[config.mk]
export PLATFORM = sky130hd
export DESIGN_NAME = thermal_monitor
export DESIGN_NICKNAME = d
export VERILOG_FILES = /design/src/rtl/thm_pkg.sv /design/src/rtl/thm_sat.sv /design/src/rtl/thm_avg.sv /design/src/rtl/thm_xing.sv /design/src/rtl/thermal_monitor.sv
export SDC_FILE = /design/constraint.sdc
export NUM_CORES = 1
export LEC_CHECK = 0
export BUFFER_PORTS_ARGS = -buffer_cell sky130_fd_sc_hd__buf_2
export CORE_ASPECT_RATIO = 0.7
export CORE_MARGIN = 3
export CORE_UTILIZATION = 60
export CTS_CLUSTER_SIZE = 30
export DETAILED_ROUTE_END_ITERATION = 8
export PLACE_DENSITY = 0.91
export SETUP_SLACK_MARGIN = 0.2
export SLEW_MARGIN = 30
export SYNTH_ARGS = -nofsm -noshare
export SYNTH_HDL_FRONTEND = slang
export SYNTH_SLANG_ARGS = --single-unit
[constraint.sdc]
create_clock -name clk -period 3.18 [get_ports clk]
set_clock_uncertainty 0.2 [all_clocks]
set_input_delay 0.477 -clock clk [delete_from_list [all_inputs] [get_ports clk]]
set_output_delay 0.477 -clock clk [all_outputs]
set_load 0.02 [all_outputs]
[src/rtl/thm_pkg.sv]
package thm_pkg;
   localparam int unsigned ST_W       = 5;
   localparam int unsigned ST_T0_HEAT = 0;
   localparam int unsigned ST_T0_COOL = 1;
   localparam int unsigned ST_T1_HEAT = 2;
   localparam int unsigned ST_T1_COOL = 3;
   localparam int unsigned ST_OOS     = 4;
   localparam int unsigned N_THR      = 2;

   localparam int unsigned A_ACT    = 0;
   localparam int unsigned A_TH0    = 1;
   localparam int unsigned A_TH1    = 2;
   localparam int unsigned A_EN     = 3;
   localparam int unsigned A_STATUS = 4;
   localparam int unsigned A_AVG    = 5;
   localparam int unsigned A_HOT    = 6;
   localparam int unsigned A_SENS   = 8;
endpackage

[src/rtl/thm_sat.sv]
module thm_sat #(
   parameter int unsigned TW = 7
) (
   input  logic [TW:0]   raw,
   output logic [TW-1:0] q
);
   // sign bit set means the sensor is beyond the limit: clamp to zero margin
   assign q = raw[TW] ? '0 : raw[TW-1:0];
endmodule

[src/rtl/thm_avg.sv]
module thm_avg #(
   parameter int unsigned TW        = 7,
   parameter int unsigned AVG_SHIFT = 4
) (
   input  logic          clk,
   input  logic          rst_n,
   input  logic          stb,
   input  logic [TW-1:0] hot,
   output logic [TW-1:0] avg_q,
   output logic          avg_ok
);
   localparam int unsigned AW = TW + AVG_SHIFT;

   logic [AW-1:0]        acc_q;
   logic [AVG_SHIFT-1:0] cnt_q;
   logic [AW-1:0]        sum_w;

   assign sum_w = acc_q + AW'(hot);

   always_ff @(posedge clk or negedge rst_n) begin
      if (!rst_n) begin
         acc_q  <= '0;
         cnt_q  <= '0;
         avg_q  <= '0;
         avg_ok <= 1'b0;
      end else if (stb) begin
         if (!avg_ok) begin
            avg_q  <= hot;
            avg_ok <= 1'b1;
            acc_q  <= AW'(hot);
            cnt_q  <= AVG_SHIFT'(1);
         end else if (&cnt_q) begin
            avg_q <= TW'(sum_w >> AVG_SHIFT);
            acc_q <= '0;
            cnt_q <= '0;
         end else begin
            acc_q <= sum_w;
            cnt_q <= cnt_q + 1'b1;
         end
      end
   end
endmodule

[src/rtl/thm_xing.sv]
module thm_xing #(
   parameter int unsigned TW = 7
) (
   input  logic          stb,
   input  logic          prev_ok,
   input  logic [TW-1:0] prev,
   input  logic [TW-1:0] cur,
   input  logic [TW-1:0] th,
   output logic          heat,
   output logic          cool
);
   logic live;
   assign live = stb && prev_ok;
   assign heat = live && (prev > th) && (cur <= th);
   assign cool = live && (prev <= th) && (cur > th);
endmodule

[src/rtl/thermal_monitor.sv]
module thermal_monitor #(
   parameter int unsigned N_SENS    = 4,
   parameter int unsigned TW        = 7,
   parameter int unsigned AVG_SHIFT = 4,
   parameter int unsigned HYST      = 1,
   parameter int unsigned ADDR_W    = 4,
   parameter int unsigned DW        = 16
) (
   input  logic                     clk,
   input  logic                     rst_n,
   input  logic                     smp_stb,
   input  logic [N_SENS*(TW+1)-1:0] smp_raw,
   input  logic                     reg_we,
   input  logic [ADDR_W-1:0]        reg_addr,
   input  logic [DW-1:0]            reg_wdata,
   output logic [DW-1:0]            reg_rdata,
   output logic                     throttle_o,
   output logic                     irq_o
);
   import thm_pkg::*;

   localparam int unsigned RW = TW + 1;

   if (N_SENS < 1 || N_SENS > 8) begin : g_bad_nsens
      $error("N_SENS must lie in 1..8");
   end
   if (AVG_SHIFT < 1) begin : g_bad_shift
      $error("AVG_SHIFT must be at least 1");
   end
   if (DW < TW || DW < ST_W || ADDR_W < 4) begin : g_bad_bus
      $error("register bus too narrow");
   end

   logic [TW-1:0]   sat_w  [N_SENS];
   logic [TW-1:0]   sens_q [N_SENS];
   logic [TW-1:0]   hot_new, hot_q;
   logic            hot_ok;
   logic [TW-1:0]   act_q;
   logic [TW-1:0]   th_q [N_THR];
   logic [ST_W-1:0] en_q, status_q, set_w, clr_w;
   logic [TW-1:0]   avg_q;
   logic            avg_ok;
   logic [N_THR-1:0] heat_w, cool_w;
   logic            st_wr;
   logic            unused_wdata;

   assign unused_wdata = ^reg_wdata;

   for (genvar g = 0; g < N_SENS; g++) begin : g_sens
      thm_sat #(.TW(TW)) u_sat (
         .raw (smp_raw[g*RW +: RW]),
         .q   (sat_w[g])
      );
      always_ff @(posedge clk or negedge rst_n) begin
         if (!rst_n)       sens_q[g] <= '0;
         else if (smp_stb) sens_q[g] <= sat_w[g];
      end
   end

   always_comb begin
      hot_new = sat_w[0];
      for (int i = 1; i < N_SENS; i++)
         if (sat_w[i] < hot_new) hot_new = sat_w[i];
   end

   always_ff @(posedge clk or negedge rst_n) begin
      if (!rst_n) begin
         hot_q  <= '0;
         hot_ok <= 1'b0;
      end else if (smp_stb) begin
         hot_q  <= hot_new;
         hot_ok <= 1'b1;
      end
   end

   thm_avg #(.TW(TW), .AVG_SHIFT(AVG_SHIFT)) u_avg (
      .clk    (clk),
      .rst_n  (rst_n),
      .stb    (smp_stb),
      .hot    (hot_new),
      .avg_q  (avg_q),
      .avg_ok (avg_ok)
   );

   for (genvar t = 0; t < N_THR; t++) begin : g_thr
      thm_xing #(.TW(TW)) u_xing (
         .stb     (smp_stb),
         .prev_ok (hot_ok),
         .prev    (hot_q),
         .cur     (hot_new),
         .th      (th_q[t]),
         .heat    (heat_w[t]),
         .cool    (cool_w[t])
      );
   end

   // configuration registers
   always_ff @(posedge clk or negedge rst_n) begin
      if (!rst_n) begin
         act_q <= '0;
         th_q  <= '{default: '0};
         en_q  <= '0;
      end else if (reg_we) begin
         if (reg_addr == ADDR_W'(A_ACT)) act_q   <= reg_wdata[TW-1:0];
         if (reg_addr == ADDR_W'(A_TH0)) th_q[0] <= reg_wdata[TW-1:0];
         if (reg_addr == ADDR_W'(A_TH1)) th_q[1] <= reg_wdata[TW-1:0];
         if (reg_addr == ADDR_W'(A_EN))  en_q    <= reg_wdata[ST_W-1:0];
      end
   end

   // sticky status, write-one-to-clear, set wins
   assign st_wr = reg_we && (reg_addr == ADDR_W'(A_STATUS));
   assign clr_w = st_wr ? reg_wdata[ST_W-1:0] : '0;
   always_comb begin
      set_w              = '0;
      set_w[ST_T0_HEAT]  = heat_w[0];
      set_w[ST_T0_COOL]  = cool_w[0];
      set_w[ST_T1_HEAT]  = heat_w[1];
      set_w[ST_T1_COOL]  = cool_w[1];
      set_w[ST_OOS]      = smp_stb && (hot_new == '0);
   end

   always_ff @(posedge clk or negedge rst_n) begin
      if (!rst_n) status_q <= '0;
      else        status_q <= (status_q & ~clr_w) | set_w;
   end

   assign irq_o = |(status_q & en_q);

   // throttle with hysteresis on the averaged margin
   always_ff @(posedge clk or negedge rst_n) begin
      if (!rst_n)                  throttle_o <= 1'b0;
      else if (!avg_ok)            throttle_o <= 1'b0;
      else if (avg_q <= act_q)     throttle_o <= 1'b1;
      else if ({1'b0, avg_q} > {1'b0, act_q} + RW'(HYST))
                                   throttle_o <= 1'b0;
   end

   always_comb begin
      reg_rdata = '0;
      case (reg_addr)
         ADDR_W'(A_ACT):    reg_rdata[TW-1:0]   = act_q;
         ADDR_W'(A_TH0):    reg_rdata[TW-1:0]   = th_q[0];
         ADDR_W'(A_TH1):    reg_rdata[TW-1:0]   = th_q[1];
         ADDR_W'(A_EN):     reg_rdata[ST_W-1:0] = en_q;
         ADDR_W'(A_STATUS): reg_rdata[ST_W-1:0] = status_q;
         ADDR_W'(A_AVG):    reg_rdata[TW-1:0]   = avg_q;
         ADDR_W'(A_HOT):    reg_rdata[TW-1:0]   = hot_q;
         default: begin
            for (int i = 0; i < N_SENS; i++)
               if (reg_addr == ADDR_W'(A_SENS + i)) reg_rdata[TW-1:0] = sens_q[i];
         end
      endcase
   end
endmodule

Yosys cells after proc, flatten, opt, wreduce, memory -nomap -nowiden

Cells that the tools add are included.

Bits of input ports: 56
Output and inout port bits: 18
Logic and storage cells: 91
Flip-flop bits (word level): 90

Eq/ne operators: 12
Reduce and logical (&&, ||, !) cells: 21
Magnitude comparators: 13
Mux-type cells: 23
Add/sub/neg operators: 3
Bitwise operators: 4

Operators by type and width:

| operator                                      | count |
|---|---|
| 2-to-1 mux 7 bit                              | 13 |
| <= comparator 7 bit                           | 5 |
| case mux 5 bit (7 select lines)               | 1 |
| greater-than comparator 7 bit                 | 4 |
| 2-to-1 mux 11 bit                             | 2 |
| less-than comparator 7 bit                    | 3 |
| == test 4 bit, second input constant          | 4 |
| == test 4 x 3 -> 1 bit, second input constant | 3 |
| case mux 2 bit (6 select lines)               | 1 |
| adder 11 x 7 -> 11 bit                        | 1 |
| logical AND 1 bit                             | 11 |
| bitwise AND 5 bit                             | 2 |
| AND reduction 2 bit                           | 5 |
| adder 7 x 1 -> 8 bit, second input constant   | 1 |
| == test 4 x 2 -> 1 bit, second input constant | 2 |
| greater-than comparator 7 x 8 -> 1 bit        | 1 |
| 2-to-1 mux 4 bit                              | 2 |
| zero test 7 bit                               | 1 |
| 2-to-1 mux 5 bit                              | 1 |
| NOT 5 bit                                     | 1 |
| bitwise OR 5 bit                              | 1 |
| OR reduction 5 bit                            | 1 |
| adder 4 x 1 -> 4 bit, second input constant   | 1 |
| == test 4 x 1 -> 1 bit, second input constant | 1 |
| 6 further kinds                               | 8 |

Depth between registers and ports, before layout

Gate-level depths: netlist of the first run.

Word-level depth: 10
Gate-level depth with buffers: 37
Mapped depth without buffers: 35

Cells and area by module

Synthesis of the first run repeated with hierarchy kept, for this count alone.

Cell total of the unflattened synthesis: 708
Area, all modules: 6967.9 um2

Modules (own cells, without submodules):

| module                      | cells an instance | times used | area an instance (um2) | sequential area each (um2) |
|---|---|---|---|---|
| thermal_monitor             | 421               | 1          | 4594.4                 | 1701.6 |
| thm_avg                     | 168               | 1          | 1500.2                 | 575.6 |
| thm_xing at g_thr[0].u_xing | 46                | 1          | 351.6                  | 0.0 |
| thm_xing at g_thr[1].u_xing | 45                | 1          | 346.6                  | 0.0 |
| thm_sat                     | 7                 | 4          | 43.8                   | 0.0 |

Worst setup path after synthesis of the first run

OpenSTA, ideal clock, no wires.

Path type: input port to flip-flop
Start point: in smp_raw[7]
End point: reg u_avg.avg_q[3]
Setup time: 130 ps
Arrival time: 7454 ps
Buffers on the path: 2
Data required time: 2850 ps
Path slack: -4605 ps
Stages on the path: 36
Path through: buf_6 and2b_1 inv_1 ha_1 maj3_2 a311oi_2 o21a_1 nor2_1 a21oi_1 ha_1 a31o_2 a31oi_1 o21a_4 a21oi_4 or2_2 nand2_1 ha_1 a21o_1 a21o_1 a21o_1 a2111oi_1 o21ai_0 a211oi_2 nor3_2 buf_6 mux2i_1 ha_1 a21o_1 a21o_1 a21o_1 a21o_1 a21o_1 a21oi_1 xnor2_1 a22oi_1 o21ai_0

Word-level cells in the longest chain between the ends: 10

RTL lines:

| item                       | line                  | source |
|---|---|---|
| start: declaration         | thermal_monitor.sv:12 | `input logic [N_SENS*(TW+1)-1:0] smp_raw,` |
| 2-to-1 mux 7 bit (*)       | thm_sat.sv:8          | `assign q = raw[TW] ? '0 : raw[TW-1:0];` |
| less-than comparator 7 bit | thermal_monitor.sv:63 | `if (sat_w[i] < hot_new) hot_new = sat_w[i];` |
| 2-to-1 mux 7 bit (*)       | thermal_monitor.sv:63 |  |
| less-than comparator 7 bit | thermal_monitor.sv:63 |  |
| 2-to-1 mux 7 bit (*)       | thermal_monitor.sv:63 |  |
| less-than comparator 7 bit | thermal_monitor.sv:63 |  |
| 2-to-1 mux 7 bit (*)       | thermal_monitor.sv:63 |  |
| net g_thr[0].u_xing.cur[1] | thm_xing.sv:7         | `input logic [TW-1:0] cur,` |
| adder 11 x 7 -> 11 bit (*) | thm_avg.sv:18         | `assign sum_w = acc_q + AW'(hot);` |
| 2-to-1 mux 7 bit (*)       | thm_avg.sv:32         | `end else if (&cnt_q) begin` |
| 2-to-1 mux 7 bit (*)       | thm_avg.sv:27         | `if (!avg_ok) begin` |
| end signal: assignment     | thm_avg.sv:28         | `avg_q <= hot;` |
| end signal: assignment     | thm_avg.sv:33         | `avg_q <= TW'(sum_w >> AVG_SHIFT);` |
| end: declaration           | thm_avg.sv:9          | `output logic [TW-1:0] avg_q,` |

Mark *: on every way through the listed nets, which the timed path passes. The rest lies on a longest branch. The select of a mux whose other input is x is not followed.
A chain may end at the register's enable or synchronous reset.

Worst setup path after layout of the first run

Start point: in smp_raw[7]
End point: reg status_q[3]

Word-level cells in the longest chain between the ends: 10

RTL lines:

| item                              | line                   | source |
|---|---|---|
| 2-to-1 mux 7 bit (*)              | thm_sat.sv:8           |  |
| less-than comparator 7 bit        | thermal_monitor.sv:63  |  |
| 2-to-1 mux 7 bit (*)              | thermal_monitor.sv:63  |  |
| less-than comparator 7 bit        | thermal_monitor.sv:63  |  |
| 2-to-1 mux 7 bit (*)              | thermal_monitor.sv:63  |  |
| less-than comparator 7 bit        | thermal_monitor.sv:63  |  |
| 2-to-1 mux 7 bit (*)              | thermal_monitor.sv:63  |  |
| net g_thr[0].u_xing.cur[4]        | thm_xing.sv:7          |  |
| greater-than comparator 7 bit (*) | thm_xing.sv:15         | `assign cool = live && (prev <= th) && (cur > th);` |
| logical AND 1 bit (*)             | thm_xing.sv:15         |  |
| bitwise OR 5 bit (*)              | thermal_monitor.sv:125 | `else status_q <= (status_q & ~clr_w) \| set_w;` |
| end signal: assignment            | thermal_monitor.sv:125 |  |
| end: declaration                  | thermal_monitor.sv:40  | `logic [ST_W-1:0] en_q, status_q, set_w, clr_w;` |

Mark *: on every way through the listed nets, which the timed path passes. The rest lies on a longest branch.

==> summary.md, run 1 <==
| Metric | Value |
|---|---|
| Sequential power share | 0.280 |
| Maximum vdd drop | 0.6332 mV |
| Sink Count | 90 |
| Final Max Tran Viols | 0 |
| CP peak stage delay | 320 ps |
| First-pass GRT wire length | 38720 um |
| Max Clk Rate | 143.6 MHz |
| Synth unique cells | 74 |
| Max cap viols | 0 |
| CP Buf/Inv Count | 8 |
| FF+latch count, synth | 90 |
| Core footprint | 10670 um^2 |
| DRT Pass-1 Iters | 9 |
| Setup TNS | -96830 ps |
| CP max stage cell | maj3_2 |
| CP max FO | 5 |
| Starting Density | 0.6366 |
| IO Port Bufs | 55 |
| Combinational share of power | 0.551 |
| Switching Share | 0.4276 |
| Largest net degree at the start of global routing | 47 |
| CP top delay family | compound AO/OA/AOI/OAI gates |
| Vias in the first global route | 7229 |
| Failing checks | DRC, setup timing |
| CTS max path bufs | 2 |
| Fin worst setup slack | -3782 ps |
| Required time worst endpoint | 3220 ps |
| CTS tree | yes |
| Arrival @ worst endpoint | 7000 ps |
| EDFF count, synth | 0 |
| Row cnt | 31 |
| Final WL | 29570 um |
| Die Ht | 95.01 um |
| Drt first-iter violations | 1607 |
| Worst setup path class | in -> reg |
| Final Wtd Congestion | 1.013 |
| Layout cells sized above 1 | 0.4414 |
| Top_reg_cell synth | dfrtp_1 |
| Fin nets | 1053 |
| Vias per Instance | 7.141 |
| Gr ovfl total | 0 |
| Async set-or-reset flop fraction in the synthesized netlist | 1.000 |
| Slew HR | 0.5926 |
| Post-detailed-route count of antenna-violating nets | 0 |
| Share of total power in the clock network | 0.168 |
| Initial antenna violation count | 0 |
| Worst-skew pair later-pin latency | 360 ps |
| Reg clk slew, reported paths | 70 ps |
| Die Wd | 133.2 um |
| Register area share after synthesis | 0.3317 |
| Period utilization | 2.189 |
| Tightest Pin Transition | 611.1 ps |
| Fin util | 0.8849 |
| Die Area | 12650 um^2 |
| Leakage | 4.465 nW |
| Synth Warn # | 0 |
| Average size of a mapped cell | 9.577 um^2 |
| Commonest non-fill, non-tap cell in the layout | buf_4 |
| Dpl hpwl | 17740 um |
| Via Count | 7755 |
| Inserted Clock Buffers | 9 |
| Internal power | 3.619 mW |
| # diodes | 0 |
| Critical Path Sink Type | flip-flop |
| Cell area after synthesis | 6790 um^2 |
| Drt wl/cell | 27.23 um |
| Mapped Cells | 709 |
| Number of H-tree levels | 3 |
| Final hold viol count | 0 |
| Clock root cell | clkbuf_16 |
| Final Critical Period | 6962 ps |
| Startpoint types | input pin |
| HP Class | in -> reg |
| Pre-CTS setup slack | -4188 ps |
| Unrepaired setup endpoints after global routing | yes |
| Crit path top cell by count | a21o_1 |
| Status | finished, violations left |
| Gr usage total | 0.4001 |
| Drc violations | 10 |
| Io pins | 74 |
| Setup violators final | 30 |
| Area Overhead vs Synth | 39.01% |
| P_sw | 2.703 mW |
| Commonest cells after routing, fill and taps aside | 168 x buf_4, 89 x dfrtp_1, 55 x mux2_2, 53 x buf_2, 49 x ha_1 |
| PwrDens | 669.8 nW/um^2 |
==> worst reg2reg max path, cell delays in order (launching register included) <==
cell and delay, ps:
dfrtp_2 470, ha_1 320, inv_1 50, ha_1 290
nor2b_1 140, o21a_1 160, o21a_1 160, o21a_1 170
o21ai_0 170, nand2b_1 80, a21oi_1 150, o21ai_0 140
a31oi_1 220
==> synthesized netlist by cell type, drive strengths merged (4+ instances only) <==
| cell | instances | area share |
|---|---|---|
| xnor2 | 10 | 0.013 |
| o22ai | 7 | 0.0064 |
| nand4 | 9 | 0.0083 |
| o21a | 11 | 0.013 |
| mux2 | 57 | 0.095 |
| nor2b | 30 | 0.028 |
| a21oi | 31 | 0.025 |
| dfrtp | 90 | 0.33 |
| a22oi | 10 | 0.011 |
| xor2 | 5 | 0.0064 |
| a21o | 14 | 0.015 |
| buf | 15 | 0.016 |
| nor2 | 33 | 0.018 |
| and2b | 4 | 0.0044 |
| a31oi | 13 | 0.012 |
| ha | 63 | 0.12 |
| mux2i | 11 | 0.016 |
| inv | 54 | 0.030 |
| clkbuf | 21 | 0.012 |
| a221oi | 4 | 0.0052 |
| o211ai | 4 | 0.0044 |
| o21ai | 48 | 0.036 |
| nand3 | 11 | 0.0081 |
| nand2 | 50 | 0.028 |
| nor3 | 12 | 0.0096 |
| mux4 | 10 | 0.033 |
| nand2b | 21 | 0.020 |
==> logic make-up after synthesis <==
group	count (synthesis)	synth area share
buf+inv	90	0.05731
mux	78	0.1439
xor+xnor	15	0.01935
other cells	1	0.0005523
flops	90	0.3317
compound gates	182	0.1819
simple gates	188	0.1446
fa+ha+maj	65	0.1207
==> repair_timing <==
action | in CTS | in global routing
setup buffers | 40 | 20
endpoints found under the setup margin | 30 | 31
resized for setup | 48 | 52
pin swaps | 49 | 17
gates cloned | 1 | 0
hold buffers | 1 | 0
endpoints found under the hold margin | 44 | 0
==> final cells by class <==
class | instances | area [um^2]
clock buffers | 9 | 225.2
clock inverters | 7 | 62.56
fillers | 458 | 1227
inverters | 54 | 205.2
multi-input cells | 538 | 4756
flip-flops and latches | 90 | 2253
well taps | 148 | 185.2
repair buffers | 240 | 1752
==> through the flow <==
| stage | power [mW] | hold WS, ps | cell area, um^2 | cells |
|---|---|---|---|---|
| final | 6.322 | 186.0 | 9439 | 1086 |
| after global routing | 6.500 | 184.9 | 9439 | 1086 |
| after CTS | 5.564 | 184.5 | 9005 | 1066 |
| after detailed placement | 4.097 | 286.2 | 8145 | 1008 |
| after global placement | 3.920 | 266.2 | 8145 | 1008 |
| after floorplan | 3.130 | -18.59 | 6930 | 717 |
==> worst paths after layout <==
kind | startpoint | to | slack, ps | cells past startpoint
worst min-delay path | reg_wdata[5] | th_q[12] | 190 | 2
min in group asynchronous | rst_n | sens_q[19] | 470 | 2
worst max-delay path | smp_raw[7] | status_q[3] | -3780 | 37
worst max register to register | act_q[0] | throttle_o | 370 | 12
worst min register to register | sens_q[18] | sens_q[18] | 310 | 1
max in group asynchronous | rst_n | hot_q[5] | 1620 | 3
==> registers in the layout (all words and copies together), names as in the netlist <==
register      count
throttle_o        1
sens_q           28
u_avg.acc_q      11
status_q          5
u_avg.avg_q       7
act_q             7
hot_q             7
u_avg.cnt_q       4
th_q             14
u_avg.avg_ok      1
en_q              5
==> metal layers <==
metal | vias to the layer above | global-route usage | part of all wire
met1 | 3584 | 0.5103 | 0.35
met3 | 328 | 0.1539 | 0.16
met4 | 0 | 0.1541 | 0.085
li1 | 3015 | - | -
met2 | 828 | 0.6233 | 0.41
met5 | - | 0 | 0
==> power groups by stage <==
stage / Combinational, mW / Clock [mW] / Sequential, mW
after floorplan: 1.55 / 0 / 1.58
after global placement: 2.24 / 0 / 1.68
final: 3.48 / 1.06 / 1.77
after detailed placement: 2.39 / 0 / 1.70
after global routing: 3.63 / 1.10 / 1.77
after CTS: 2.83 / 1.04 / 1.69
No activity file was read; power rests on OpenSTA's default activity.
==> inputs of run 2 (changes only) <==
--- a/config.mk
+++ b/config.mk
@@ -8,10 +8,10 @@
 export BUFFER_PORTS_ARGS = -buffer_cell sky130_fd_sc_hd__buf_2
 export CORE_ASPECT_RATIO = 0.7
 export CORE_MARGIN = 3
-export CORE_UTILIZATION = 60
+export CORE_UTILIZATION = 65
 export CTS_CLUSTER_SIZE = 30
 export DETAILED_ROUTE_END_ITERATION = 8
-export PLACE_DENSITY = 0.91
+export PLACE_DENSITY = 0.95
 export SETUP_SLACK_MARGIN = 0.2
 export SLEW_MARGIN = 30
 export SYNTH_ARGS = -nofsm -noshare
==> constraint.sdc (replaced) <==
create_clock -name clk -period 8.5 [get_ports clk]
set_clock_uncertainty 0.2 [all_clocks]
set_input_delay 1.275 -clock clk [delete_from_list [all_inputs] [get_ports clk]]
set_output_delay 1.275 -clock clk [all_outputs]
set_load 0.02 [all_outputs]
==> run 2 against run 1 <==
Against the previous run: the run now ends clean; highest routed layer unchanged; cell count down 15%; critical endpoint is now u_avg.avg_q[6]; sequential share of layout area up 5.2 points; clock-buffer cell count unchanged.
==> summary.md, run 2 (synthesized netlist as in run 1, its figures left out) <==
| Metric | Value |
|---|---|
| Worst setup path class | in -> reg |
| Max reg flops | 28 |
| Final Critical Period | 8175 ps |
| Slew HR | 0.4783 |
| Reg clk slew, reported paths | 70 ps |
| Maximum vdd drop | 0.1956 mV |
| Gr usage total | 0.3541 |
| # placed instances | 895 |
| Die Wd | 128.2 um |
| DP Area | 7317 um^2 |
| Via Count | 6219 |
| Inserted Clock Buffers | 9 |
| Hold path depth | 1 |
| Clock root cell | clkbuf_16 |
| Setup violators final | 0 |
| Fin nets | 907 |
| Reg-to-reg startpoint | act_q[0] |
| Biggest register | sens_q |
| Fin util | 0.7800 |
| Largest net degree at the start of global routing | 61 |
| Hold Buf Count CTS | 0 |
| Hold_ws | 297.4 ps |
| Final Max Tran Viols | 0 |
| Pre-CTS setup slack | -345.7 ps |
| Status | complete, no violations |
| Worst setup startpoint | smp_raw[7] |
| Unrepaired setup endpoints after global routing | no |
| Dpl hpwl | 15190 um |
| Core footprint | 9947 um^2 |
| Number of H-tree levels | 3 |
| Drt first-iter violations | 951 |
| Max Clk Rate | 122.3 MHz |
| Drc violations | 0 |
| Final WL | 20700 um |
| Regs by FF count | sens_q: 28 flops, th_q: 14 flops, u_avg.acc_q: 11 flops |
| CP max stage cell | a211oi_2 |
| Fin worst setup slack | 325.0 ps |
| Period utilization | 0.9618 |
| Commonest cells after routing, fill and taps aside | 90 x dfrtp_1, 63 x ha_1, 57 x mux2_2, 53 x buf_2, 52 x inv_1 |
| Leakage | 3.678 nW |
| Fin area | 7759 um^2 |
| First-pass GRT wire length | 32340 um |
| Layout cells sized above 1 | 0.2626 |
| Hold path start | u_avg.cnt_q[3] |
| Commonest non-fill, non-tap cell in the layout | dfrtp_1 |
| Initial antenna violation count | 0 |
| Area Overhead vs Synth | 14.26% |
| CTS tree | yes |
| CP peak stage delay | 380 ps |
| Tightest Pin Transition | 781.7 ps |
| Starting Density | 0.6826 |
| CTS max path bufs | 2 |
| Gr ovfl total | 0 |
| Die Area | 11730 um^2 |
| Post-detailed-route count of antenna-violating nets | 0 |
| Crit path top cell by count | ha_1 |
| Row cnt | 30 |
| Final Wtd Congestion | 1.003 |
| Final hold viol count | 0 |
| Max cap viols | 0 |
| Arrival @ worst endpoint | 8190 ps |
| Die Ht | 91.52 um |
| DRT Pass-1 Iters | 9 |
| Post-route insts no fill | 920 |
| R2R depth | 12 |
| Required time worst endpoint | 8520 ps |
| Drt wl/cell | 22.50 um |
| Vias per Instance | 6.760 |
| HP Class | reg -> reg |
| Startpoint types | input pin |
| PwrDens | 243.3 nW/um^2 |
| Critical Path Sink Type | flip-flop |
| Vias in the first global route | 6039 |
| Worst-skew pair later-pin latency | 350 ps |
| Sink Count | 90 |
| IO Port Bufs | 55 |
| CP max FO | 7 |
| # diodes | 0 |
| Io pins | 74 |
==> run 2: cell count changes in the layout (fill, tap and decap cells not counted), moves of 4 or more <==
cell,change
inv_2,-4
a21oi_1,+9
o21ai_0,+13
nor2_1,+4
buf_6,-16
ha_4,-14
inv_1,+5
ha_1,+14
a21oi_2,-7
buf_4,-126
o21ai_1,-10
==> run 2: final timing paths <==
path                       slack (ps)              to
min in group asynchronous         650        th_q[12]
hold reg to reg                   300  u_avg.cnt_q[3]
setup / recovery                  330  u_avg.avg_q[6]
max in group asynchronous        6330       sens_q[7]
setup reg to reg                 5790      throttle_o
hold / removal                    300  u_avg.cnt_q[3]
==> run 2: timing repair <==
action,in CTS,in global routing
hold endpoints to repair,0,0
pin swaps,0,7
resized for setup,5,11
endpoints found under the setup margin,8,15
buffers inserted,0,9
gates cloned,0,0
==> run 2: power by group <==
group / leakage (nW) / internal [mW] / switching, mW / total (mW)
Combinational: 2.43 / 0.390 / 0.459 / 0.849
Sequential: 1.11 / 0.523 / 0.118 / 0.641
Clock: 0.141 / 0.206 / 0.192 / 0.398
==> run 2: area by class of cell <==
type	instances	area [um^2]
clock buffers	9	225.2
clock inverters	7	65.06
fillers	605	2188
inverters	54	202.7
multi-input cells	537	4273
flip-flops and latches	90	2252
well taps	128	160.2
repair buffers	95	580.6
==> run 2: critical path: cells and delay by family <==
kind            cells  cell delay (ps)
compound gates     19             3460
xor+xnor            1              210
fa+ha+maj           5             1420
buf+inv             6              760
mux                 1              290
simple gates        6              770
==> run 2: through the flow <==
step           power (mW)  TNS, ps
5_1_grt             1.996        0
4_1_cts             1.829        0
3_5_place_dp        1.414    -2091
6_report            1.888        0
3_3_place_gp        1.354   -5.482
2_1_floorplan       1.146        0
==> run 2: layer usage <==
layer	track usage	wire length, um
met3	0.1199	2731
met5	0	0
met1	0.5044	8270
met2	0.5091	9063
met4	0.1095	636
